[config.mk]
export PLATFORM = sky130hd
export DESIGN_NAME = slot_window_decoder
export DESIGN_NICKNAME = d
export VERILOG_FILES = /design/src/rtl/sdec_pkg.sv /design/src/rtl/sdec_ctrl.sv /design/src/rtl/sdec_datapath.sv /design/src/rtl/slot_window_decoder.sv
export SDC_FILE = /design/constraint.sdc
export NUM_CORES = 1
export LEC_CHECK = 0
export ABC_AREA = 1
export BUFFER_PORTS_ARGS = -buffer_cell sky130_fd_sc_hd__clkbuf_2
export CAP_MARGIN = 20
export CORE_ASPECT_RATIO = 0.5
export CORE_UTILIZATION = 35
export CTS_BUF_LIST = sky130_fd_sc_hd__clkbuf_4 sky130_fd_sc_hd__clkbuf_8
export CTS_CLUSTER_SIZE = 14
export DETAILED_ROUTE_END_ITERATION = 7
export PLACE_DENSITY = 0.71
export SLEW_MARGIN = 25
export SYNTH_ARGS = -nofsm -noshare
export SYNTH_HDL_FRONTEND = slang
export SYNTH_SLANG_ARGS = --single-unit
[constraint.sdc]
create_clock -name clk -period 1.9 [get_ports clk]
set_input_delay 0.38 -clock clk [delete_from_list [all_inputs] [get_ports clk]]
set_output_delay 0.38 -clock clk [all_outputs]
set_load 0.01 [all_outputs]
[src/rtl/sdec_pkg.sv]
package sdec_pkg;
  typedef enum logic [1:0] {
    SP_IO  = 2'd0,
    SP_ID  = 2'd1,
    SP_INT = 2'd2,
    SP_MEM = 2'd3
  } space_t;

  // Lane decisions made by control, applied by the datapath
  typedef struct packed {
    logic flipLow;     // invert address bit 0
    logic swapLanes;   // exchange data bytes
    logic narrowLane;  // 8-bit window: upper read byte forced to zero
    logic refuse;      // access never reaches a module
  } laneCtl_t;

  function automatic logic [15:0] swapBytes(input logic [15:0] v);
    return {v[7:0], v[15:8]};
  endfunction
endpackage

[src/rtl/sdec_ctrl.sv]
module sdec_ctrl
  import sdec_pkg::*;
#(
  parameter int CFG_AW      = 7,
  parameter int ENDIAN_BASE = 'h2B,
  parameter int ENDIAN_STEP = 4,
  parameter int N_ENDIAN    = 3,
  parameter logic [7:0] CFG_FILL = 8'h00
) (
  input  logic              clk,
  input  logic              rstN,
  input  logic              cfgWrite,
  input  logic [CFG_AW-1:0] cfgAddr,
  input  logic [7:0]        cfgWData,
  output logic [7:0]        cfgRData,
  input  logic              reqValid,
  input  logic              reqWrite,
  input  logic [1:0]        reqWindow,
  input  logic              reqHalf,
  output laneCtl_t          laneCtl,
  output logic              rspValid
);
  // index 0: register window, 1: small window, 2: 16-bit memory window
  logic [N_ENDIAN-1:0] bigEnd;
  logic [N_ENDIAN-1:0] cfgHit;

  for (genvar g = 0; g < N_ENDIAN; g++) begin : gEndian
    localparam logic [CFG_AW-1:0] BYTE_ADDR = CFG_AW'(ENDIAN_BASE + g * ENDIAN_STEP);
    assign cfgHit[g] = (cfgAddr == BYTE_ADDR);
    always_ff @(posedge clk or negedge rstN) begin
      if (!rstN) bigEnd[g] <= 1'b0;
      else if (cfgWrite && cfgHit[g]) bigEnd[g] <= cfgWData[0];
    end
  end

  always_comb begin
    cfgRData = CFG_FILL;
    for (int i = 0; i < N_ENDIAN; i++) begin
      if (cfgHit[i]) cfgRData = {7'b0, bigEnd[i]};
    end
  end

  logic winBig;
  always_comb begin
    case (reqWindow)
      2'd0:    winBig = bigEnd[1];
      2'd1:    winBig = bigEnd[2];
      default: winBig = 1'b0;
    endcase
    laneCtl.flipLow    = winBig && !reqHalf;
    laneCtl.swapLanes  = winBig && reqHalf;
    laneCtl.narrowLane = (reqWindow == 2'd2);
    laneCtl.refuse     = (reqWindow == 2'd3) || ((reqWindow == 2'd2) && reqHalf);
  end

  always_ff @(posedge clk or negedge rstN) begin
    if (!rstN) rspValid <= 1'b0;
    else       rspValid <= reqValid && !reqWrite;
  end
endmodule

[src/rtl/sdec_datapath.sv]
module sdec_datapath
  import sdec_pkg::*;
#(
  parameter int ADDR_W       = 25,
  parameter int DATA_W       = 16,
  parameter int N_SLOTS      = 4,
  parameter int IO_SLOT_LSB  = 8,
  parameter int M16_SLOT_LSB = 23,
  parameter int M8_SLOT_LSB  = 22,
  parameter int IO_OFF_W     = 7,
  parameter int SMALL_OFF_W  = 6,
  localparam int OFF_W       = M16_SLOT_LSB
) (
  input  logic               clk,
  input  logic               rstN,
  input  logic               reqValid,
  input  logic               reqWrite,
  input  logic [1:0]         reqWindow,
  input  logic [ADDR_W-1:0]  reqAddr,
  input  logic [DATA_W-1:0]  reqWData,
  input  laneCtl_t           laneCtl,
  input  logic [N_SLOTS-1:0] slotPresent,
  input  logic [DATA_W-1:0]  modRData,
  output logic [N_SLOTS-1:0] modStrobe,
  output logic [1:0]         modSpace,
  output logic [OFF_W-1:0]   modOffset,
  output logic [DATA_W-1:0]  modWData,
  output logic [DATA_W-1:0]  rspData
);
  localparam int SLOT_W = (N_SLOTS > 1) ? $clog2(N_SLOTS) : 1;

  logic [ADDR_W-1:0] adjAddr;
  logic [ADDR_W-1:0] slotWide;
  logic [SLOT_W-1:0] slotIdx;
  space_t            space;
  logic              inRange;
  logic              hit;

  assign adjAddr = {reqAddr[ADDR_W-1:1], reqAddr[0] ^ laneCtl.flipLow};

  always_comb begin
    slotWide  = '0;
    space     = SP_MEM;
    modOffset = '0;
    case (reqWindow)
      2'd0: begin
        slotWide = adjAddr >> IO_SLOT_LSB;
        case (adjAddr[7:6])
          2'd2:    space = SP_ID;
          2'd3:    space = SP_INT;
          default: space = SP_IO;
        endcase
        if (space == SP_IO) modOffset = OFF_W'(adjAddr[IO_OFF_W-1:0]);
        else                modOffset = OFF_W'(adjAddr[SMALL_OFF_W-1:0]);
      end
      2'd1: begin
        slotWide  = adjAddr >> M16_SLOT_LSB;
        modOffset = adjAddr[OFF_W-1:0];
      end
      2'd2: begin
        slotWide  = adjAddr >> M8_SLOT_LSB;
        modOffset = OFF_W'(adjAddr[M8_SLOT_LSB-1:0]);
      end
      default: slotWide = '0;
    endcase
  end

  assign slotIdx  = slotWide[SLOT_W-1:0];
  assign inRange  = (slotWide < ADDR_W'(N_SLOTS));
  assign hit      = reqValid && !laneCtl.refuse && inRange && slotPresent[slotIdx];
  assign modSpace = space;
  assign modWData = laneCtl.swapLanes ? swapBytes(reqWData) : reqWData;

  for (genvar s = 0; s < N_SLOTS; s++) begin : gStrobe
    assign modStrobe[s] = hit && (slotIdx == SLOT_W'(s));
  end

  logic [DATA_W-1:0] laneData;
  always_comb begin
    if (laneCtl.swapLanes)       laneData = swapBytes(modRData);
    else if (laneCtl.narrowLane) laneData = {8'h00, modRData[7:0]};
    else                         laneData = modRData;
  end

  always_ff @(posedge clk or negedge rstN) begin
    if (!rstN) rspData <= '0;
    else if (reqValid && !reqWrite) rspData <= hit ? laneData : '0;
  end
endmodule

[src/rtl/slot_window_decoder.sv]
module slot_window_decoder
  import sdec_pkg::*;
(
  input  logic        clk,
  input  logic        rstN,
  input  logic        cfgWrite,
  input  logic [6:0]  cfgAddr,
  input  logic [7:0]  cfgWData,
  output logic [7:0]  cfgRData,
  input  logic        reqValid,
  input  logic        reqWrite,
  input  logic [1:0]  reqWindow,
  input  logic        reqHalf,
  input  logic [24:0] reqAddr,
  input  logic [15:0] reqWData,
  input  logic [3:0]  slotPresent,
  output logic [3:0]  modStrobe,
  output logic        modWrite,
  output logic        modHalf,
  output logic [1:0]  modSpace,
  output logic [22:0] modOffset,
  output logic [15:0] modWData,
  input  logic [15:0] modRData,
  output logic        rspValid,
  output logic [15:0] rspData
);
  laneCtl_t laneCtl;

  sdec_ctrl #(.CFG_AW(7)) uCtrl (
    .clk(clk), .rstN(rstN),
    .cfgWrite(cfgWrite), .cfgAddr(cfgAddr), .cfgWData(cfgWData), .cfgRData(cfgRData),
    .reqValid(reqValid), .reqWrite(reqWrite), .reqWindow(reqWindow), .reqHalf(reqHalf),
    .laneCtl(laneCtl), .rspValid(rspValid)
  );

  sdec_datapath #(.ADDR_W(25), .DATA_W(16), .N_SLOTS(4)) uData (
    .clk(clk), .rstN(rstN),
    .reqValid(reqValid), .reqWrite(reqWrite), .reqWindow(reqWindow),
    .reqAddr(reqAddr), .reqWData(reqWData), .laneCtl(laneCtl),
    .slotPresent(slotPresent), .modRData(modRData),
    .modStrobe(modStrobe), .modSpace(modSpace), .modOffset(modOffset),
    .modWData(modWData), .rspData(rspData)
  );

  assign modWrite = reqWrite;
  assign modHalf  = reqHalf;
endmodule

After elaboration in Yosys (flattened, before gate mapping)
Cells that the tools add are included.
{"block": "word_totals", "in_bits": 84, "mem_bits_rw": 0, "n_memories": 0, "latch_bits": 0, "mem_bits_ro": 0, "elab_cells": 56, "reg_bits": 20, "out_inout_bits": 72}
{"block": "op_classes", "mux": 16, "reduce_logical": 21, "order_cmp": 2, "eq_ne": 11, "bitwise": 1, "n_mul": 0, "div_mod_pow": 0, "add_sub_neg": 0, "shifts": 0}
{"operator": "23-bit one-hot mux with 3 select lines", "count": 1}
{"operator": "16-bit two-way mux", "count": 4}
{"operator": "17-bit one-hot mux with 3 select lines", "count": 1}
{"operator": "7-bit by 6-bit equality test with 1-bit output (second input constant)", "count": 3}
{"operator": "17-bit by 3-bit < comparator with 1-bit output (second input constant)", "count": 1}
{"operator": "8-bit two-way mux", "count": 2}
{"operator": "1-bit logical AND", "count": 14}
{"operator": "2-bit equality test (second input constant)", "count": 6}
{"operator": "7-bit two-way mux", "count": 1}
{"operator": "2-bit logical NOT", "count": 3}
{"operator": "2-bit by 1-bit equality test with 1-bit output (second input constant)", "count": 2}
{"operator": "2-bit two-way mux", "count": 2}
{"operator": "2-bit one-hot mux with 2 select lines", "count": 1}
{"operator": "1-bit logical NOT", "count": 3}
{"operator": "2-bit by 3-bit < comparator with 1-bit output (second input constant)", "count": 1}
{"operator": "1-bit binary-select mux with 2-bit select", "count": 1}
{"operator": "1-bit two-way mux", "count": 2}
{"operator": "1-bit one-hot mux with 2 select lines", "count": 1}
{"operator": "1-bit logical OR", "count": 1}
{"operator": "1-bit bitwise XOR", "count": 1}

Longest topological paths before layout
Gate-level depths: netlist of the first run.
{"block": "logic_depth", "word_depth": 8, "depth_mapped": 11, "depth_no_buf": 9}

Hierarchy
A second synthesis of the first run with hierarchy kept.
{"block": "unflattened", "hier_cells": 302, "area_unflattened_um2": 1838.0}
{"module": "sdec_datapath", "instances": 1, "cells_per_inst": 248, "area_each_um2": 1482.7}
{"module": "sdec_ctrl", "instances": 1, "cells_per_inst": 52, "area_each_um2": 340.3}
{"module": "slot_window_decoder", "instances": 1, "cells_per_inst": 2, "area_each_um2": 15.0}

Worst setup path before layout of the first run
Ideal clock, no wire load.
{"block": "synth_path", "path_type": "input -> output", "start": "in reqWindow[0]", "end": "out modOffset[10]", "t_arrival_ps": 1435, "required_time_ps": 1520, "cell_stages": 7, "setup_slack_ps": 85, "cell_sequence": "buf_6 > nand2_1 > inv_1 > or2_2 > clkbuf_1 > buf_4 > nor2_1"}
{"block": "synth_via", "elab_chain_len": 2, "word_cells_on_any_way": 4, "cone_classes": "eq/ne (2); mux (1); reduce/logical (1)"}
{"element": "start: declaration", "line": "slot_window_decoder.sv:12", "rtl": "input logic [1:0] reqWindow,"}
{"element": "2-bit equality test (tied with other cells)", "line": "sdec_datapath.sv:45", "rtl": "case (reqWindow)"}
{"element": "23-bit one-hot mux with 3 select lines (*)", "line": "sdec_datapath.sv:45"}
{"element": "end: declaration", "line": "slot_window_decoder.sv:21", "rtl": "output logic [22:0] modOffset,"}
Mark *: on every way between the ends. The rest lies on a longest branch, timed or not.

Worst setup path after layout of the first run
{"block": "layout_path", "start": "in reqWindow[0]", "end": "out modWData[5]"}
{"block": "layout_via", "elab_chain_len": 4, "word_cells_on_any_way": 5, "cone_classes": "eq/ne (1); mux (2); reduce/logical (2)"}
{"element": "2-bit by 1-bit equality test with 1-bit output or 2-bit logical NOT (tied branches)", "line": "sdec_ctrl.sv:45", "rtl": "case (reqWindow)"}
{"element": "1-bit one-hot mux with 2 select lines (*)", "line": "sdec_ctrl.sv:45"}
{"element": "1-bit logical AND (*)", "line": "sdec_ctrl.sv:51", "rtl": "laneCtl.swapLanes = winBig && reqHalf;"}
{"element": "16-bit two-way mux (*)", "line": "sdec_datapath.sv:72", "rtl": "assign modWData = laneCtl.swapLanes ? swapBytes(reqWData) : reqWData;"}
{"element": "end: declaration", "line": "slot_window_decoder.sv:22", "rtl": "output logic [15:0] modWData,"}
Marked as above.

==> results of run 1 <==
[critical path: stages]
cell and delay [ns]:
buf_4 0.15, nor2_4 0.16, nand2_1 0.08, nand2_2 0.10
nand2_4 0.09, buf_4 0.17, o21ai_0 0.15, clkbuf_2 0.16
[registers in the layout, summed over array words and instances (netlist names)]
name	cells
uData.rspData	16
uCtrl.bigEnd	3
uCtrl.rspValid	1
[cells in the mapped netlist (all sizes together)]
master	n
nand2	99
nor2	74
inv	57
nand3	29
o21ai	29
dfrtp	20
buf	19
clkbuf	3
nand4	3
a21oi	2
a211oi	1
conb	1
nand3b	1
nor3	1
nor3b	1
nor4	1
or2	1
[final cells by class]
type / instances / area, µm² / share of cell area, %
multi-input cells: 249 / 1167 / 40.53
repair buffers: 157 / 828.3 / 28.76
flip-flops and latches: 20 / 500.5 / 17.38
inverters: 57 / 221.5 / 7.689
well taps: 73 / 91.34 / 3.171
clock buffers: 3 / 41.29 / 1.434
clock inverters: 1 / 30.03 / 1.043
[worst max-delay path by stage]
stage	start	end	slack (ns)	depth (start not counted)
final	reqWindow[0]	modWData[5]	0.08	8
after global routing	uCtrl.bigEnd[2]	modWData[15]	0.008	6
after CTS	reqWindow[1]	modStrobe[1]	0.02	11
after detailed placement	reqWindow[1]	modStrobe[1]	0.02	11
after global placement	reqWindow[1]	modStrobe[1]	0.04	11
after floorplan	reqWindow[0]	modOffset[10]	0.09	7
[stage by stage]
stage          hold WS [ns]  area [µm²]  util, %
2_1_floorplan       0.08441        2023        -
3_3_place_gp         0.3656        2746    50.01
3_5_place_dp         0.3685        2746    50.01
4_1_cts             0.08359        2818    51.31
5_1_grt              0.1048        2880    52.45
6_report            0.06534        2880    52.45
[routing by layer]
layer  GRT usage (%)  vias up  part of all wire [%]
met1           22.62     1054                    46
met4           4.247        0                   1.5
li1                -     1312                     -
met5               0        -                     0
met3           2.952       10                   5.2
met2           32.97       73                    47
[report_power, final]
part / switching, µW / internal [µW]
clock network: 144 / 281
registers: 9.74 / 443
logic: 275 / 197
total: 428 / 921
[kinds of logic after synthesis]
| kind of cell | Yosys count | synth area share (%) |
|---|---|---|
| compound gates | 32 | 8.318 |
| buf+inv | 79 | 19.39 |
| flops | 20 | 25.02 |
| other cells | 1 | 0.1874 |
| simple gates | 210 | 47.09 |
[what timing repair did]
item | in CTS | in global routing
hold buffers | 0 | 0
setup endpoints to repair | 0 | 21
gates resized for setup | 0 | 17
setup buffers | 0 | 3
==> out/metrics.yaml, run 1 <==
run_status:
  status: "completed"
placement:
  dpl.cell_count: 553
  routabilityCongestion: 0.7919
  place_ws_ns: 0.01717
  dp_hpwl_mm: 4.521
  io_buffer_count: 141
worst_setup_path:
  r2r_end: "uData.rspData[4]"
  critPathLaunchType: "input port"
  cp_data_arrival_time_ns: 1.44
  cp.required_ns: 1.52
  r2r_cells: 10
  r2r_start: "uCtrl.bigEnd[2]"
  crit_fanout: 9
  end_kind: "output port"
  r2r_setup_slack_ns: 0.47
  worstSetupPathType: "in -> out"
clock_network:
  cts_tree: "done"
  cts_buffers: 3
  cts_sinks: 20
  clk_pin_slew_ns: 0.07
  cts.path.max_buffers: 2
  cts-root-buf: "clkbuf_8"
  h-tree-depth: 1
  clk-insertion-delay-late_ns: 0.26
timing:
  rsz0062_at_grt: "no"
  drv_slew: 0
  setup_slack_ns: 0.07609
  fmax_mhz: 548.3
  setup_viol: 0
  worstMarginPinSlew_ns: 0.5471
  relSlewSlack_pct: 63.48
  final-hold-violation-count: 0
  min_period_over_period_pct: 96.00
  tns_ns: 0
  fin_crit_ns: 1.824
  skew_ns: 0.0003394
route:
  firstDrtPassIters: 7
  ant_nets: 0
  wl_per_cell_um: 9.873
  remaining_drc_errors: 0
  vias_per_cell: 4.373
  vias: 2449
  drt_iter0_drc: 107
  finalWirelength_mm: 5.529
pwr:
  power_uw: 1349
  p_leak_uw: 0.001853
  powerDensity_mw_per_mm2: 468.4
  ir_worst_vdd_uv: 266.6
synth:
  synthesis.area_mm2: 0.002001
  yosysSeqAreaShare_pct: 25.02
  yosysWarnings: 0
  syn-mean-instance-area_um2: 5.850
  ys_seq_elements: 20
  yosysTopAreaCell: "dfrtp_1"
  synthCells: 342
  synth_cell_types: 30
  synth_top_cell_area_share_pct: 25.02
  synthTopCellsByArea: "dfrtp_1, nand2_1, nor2_1"
die:
  initial_utilization_pct: 36.43
  rows: 19
  core_mm2: 0.005492
  die-width_um: 108.9
  io_pins: 156
  dieArea_mm2: 0.006041
  die_y_um: 55.46
global_routing:
  grt_use_total_pct: 18.26
  grt_max_degree: 22
  overflow: 0
  grt_first_pass_wirelength_mm: 8.887
  grt_pass1_vias: 2122
  antenna_found_initial: 0
layout:
  fill_cells: 580
  syn_to_final_growth_pct: 43.96
  fin_nets: 572
  drive_gt1_share_pct: 37.99
  antennaDiodeCount: 0
  final_cells: 560
  layout_commonest_cell: "clkbuf_2"
  layout_common_cells: "clkbuf_2, nand2_1, nor2_1"
run:
  cap_violations: 0
min_path:
  min_path_type: "in -> async"
Power figures use the tool's default switching activity.
==> run 2, diff against run 1 <==
--- a/config.mk
+++ b/config.mk
@@ -15,3 +15,5 @@
 export DETAILED_ROUTE_END_ITERATION = 7
+export GPL_TIMING_DRIVEN = 0
 export PLACE_DENSITY = 0.71
+export RECOVER_POWER = 100
 export SLEW_MARGIN = 25
--- a/constraint.sdc
+++ b/constraint.sdc
@@ -3,2 +3,2 @@
 set_output_delay 0.38 -clock clk [all_outputs]
-set_load 0.01 [all_outputs]
+set_load 0.05 [all_outputs]
==> out/metrics.yaml, run 2 (synthesis gave the netlist of run 1 again) <==
clock_network:
  cts.path.max_buffers: 2  # unchanged
  clk-insertion-delay-late_ns: 0.26  # about the same
  cts-root-buf: "clkbuf_8"
  cts_hold_buf: 0  # unchanged
  cts_buffers: 3  # unchanged
  h-tree-depth: 1  # unchanged
  clk_pin_slew_ns: 0.08  # about the same
  cts_tree: "done"
  cts_sinks: 20  # unchanged
layout:
  top_register: "uData.rspData"
  final_cells: 581  # +3.8%
  largest_reg_flops: 16  # unchanged
  final_design_area_no_fill_mm2: 0.003590  # +25%
  utilization_pct: 65.37  # +13 points
  antennaDiodeCount: 0  # unchanged
  top_regs: "uData.rspData x16, uCtrl.bigEnd x3, uCtrl.rspValid x1"
  syn_to_final_growth_pct: 79.42
  drive_gt1_share_pct: 43.31  # +5.3 points
  layout_common_cells: "clkbuf_2, nand2_1, inv_1"
  layout_commonest_cell: "clkbuf_2"
  fin_nets: 593  # +3.7%
pwr:
  powerDensity_mw_per_mm2: 496.4  # +6.0%
  p_leak_uw: 0.002032  # +9.7%
  ir_worst_vdd_uv: 343.4  # +29%
route:
  firstDrtPassIters: 6  # -1
  finalWirelength_mm: 6.630  # +20%
  ant_nets: 0  # unchanged
  drt_iter0_drc: 133  # +24%
  wl_per_cell_um: 11.41  # +16%
  vias: 2618  # +6.9%
  remaining_drc_errors: 2  # +2
  vias_per_cell: 4.506  # +3.0%
run_status:
  violations: "design-rule violations"
  status: "finished, violations left"
global_routing:
  overflow: 0  # unchanged
  grt_pass1_vias: 2333  # +9.9%
  grt_max_degree: 21  # -4.5%
  grt_first_pass_wirelength_mm: 10.17  # +14%
  grt_use_total_pct: 20.98  # +2.7 points
  antenna_found_initial: 0  # unchanged
placement:
  dp_hpwl_mm: 4.697  # +3.9%
  place_area_mm2: 0.003003  # +9.3%
  dpl.cell_count: 561  # +1.4%
  io_buffer_count: 140  # -0.71%
  routabilityCongestion: 0.8303  # +4.8%
min_path:
  min_path_type: "in -> async"
worst_setup_path:
  worstSetupPathType: "in -> out"
  r2r_end: "uData.rspData[5]"
  end_kind: "output port"
  cp.required_ns: 1.52  # about the same
  crit_fanout: 9  # unchanged
  crit_start: "reqWindow[1]"
  r2r_cells: 10  # unchanged
  r2r_start: "uCtrl.bigEnd[2]"
  critPathLaunchType: "input port"
  cp_data_arrival_time_ns: 1.48  # +0.04 ns
  crit_end: "modWData[10]"
  r2r_setup_slack_ns: 0.49  # +0.02 ns
timing:
  rsz0062_at_grt: "yes"
  fin_crit_ns: 1.863  # +0.03880 ns
  drv_slew: 0  # unchanged
  worstMarginPinSlew_ns: 1.015  # +0.4680 ns
  fmax_mhz: 536.9  # -2.1%
  relSlewSlack_pct: 32.33  # -31 points
  final-hold-violation-count: 0  # unchanged
  setup_viol: 0  # unchanged
  min_period_over_period_pct: 98.04  # +2.0 points
  skew_ns: 0.007709  # +0.007370 ns
die:
  initial_utilization_pct: 36.43  # unchanged
  io_pins: 156  # unchanged
  dieArea_mm2: 0.006041  # unchanged
  die-width_um: 108.9  # unchanged
  rows: 19  # unchanged
  die_y_um: 55.46  # unchanged
  core_mm2: 0.005492  # unchanged
run:
  cap_violations: 0  # unchanged
## run 2: cell types whose count changed in the layout (fill, tap and decap cells not counted), sizes merged
cell,previous run,this run
buf,21,46
clkbuf,139,135
## run 2: metrics by stage
stage / worst slack, ns / hold slack, ns / setup TNS [ns] / total power [µW]
global placement: -0.3394 / 0.3574 / -8.762 / 1223
floorplan: -0.3302 / 0.08441 / -4.140 / 1041
global route: -0.05238 / 0.3711 / -0.2241 / 1868
finish: 0.03729 / 0.2619 / 0 / 1782
CTS: -0.001633 / 0.07266 / -0.001633 / 1750
detailed placement: -0.3516 / 0.3632 / -9.027 / 1228
## run 2: worst min-delay path by stage
stage / endpoint / start / slack [ns] / depth (start not counted)
2_1_floorplan: uCtrl.bigEnd[0] / rstN / 0.08 / 0
3_3_place_gp: uData.rspData[8] / rstN / 0.36 / 1
3_5_place_dp: uData.rspData[8] / rstN / 0.36 / 1
4_1_cts: uData.rspData[11] / rstN / 0.07 / 1
5_1_grt: uData.rspData[10] / rstN / 0.37 / 1
6_report: uData.rspData[10] / rstN / 0.26 / 1
## run 2: area by class of cell
type | instances | area (µm²)
fillers | 495 | 1902
multi-input cells | 249 | 1393
repair buffers | 157 | 1106
flip-flops and latches | 20 | 500.5
inverters | 57 | 221.5
plain buffers | 21 | 206.4
well taps | 73 | 91.34
clock buffers | 3 | 41.29
clock inverters | 1 | 30.03
## run 2: metal layers
metal / wire length (µm) / global-route usage [%]
met1: 2770 / 24.93
met2: 3314 / 38.72
met4: 148 / 5.019
met3: 396 / 3.896
met5: 0 / 0
## run 2: timing repair
action                                  4_1_cts  5_1_grt
pin swaps                                    10       13
gates cloned                                  1        0
resized for setup                            76       26
endpoints found under the setup margin       35       31
buffers inserted                             12        5
## run 2: power breakdown
group          switching (µW)  internal, µW
sequential               9.07           443
combinational             584           321
clock                     144           281
total                     737          1050
## run 2: worst max-delay path, stage by stage
cell	delay (ns)
buf_12	0.11
nor2_4	0.16
nand2_1	0.08
nand2_2	0.10
nand2_4	0.09
inv_6	0.09
buf_6	0.13
nand2_1	0.09
o21ai_4	0.08
buf_8	0.16
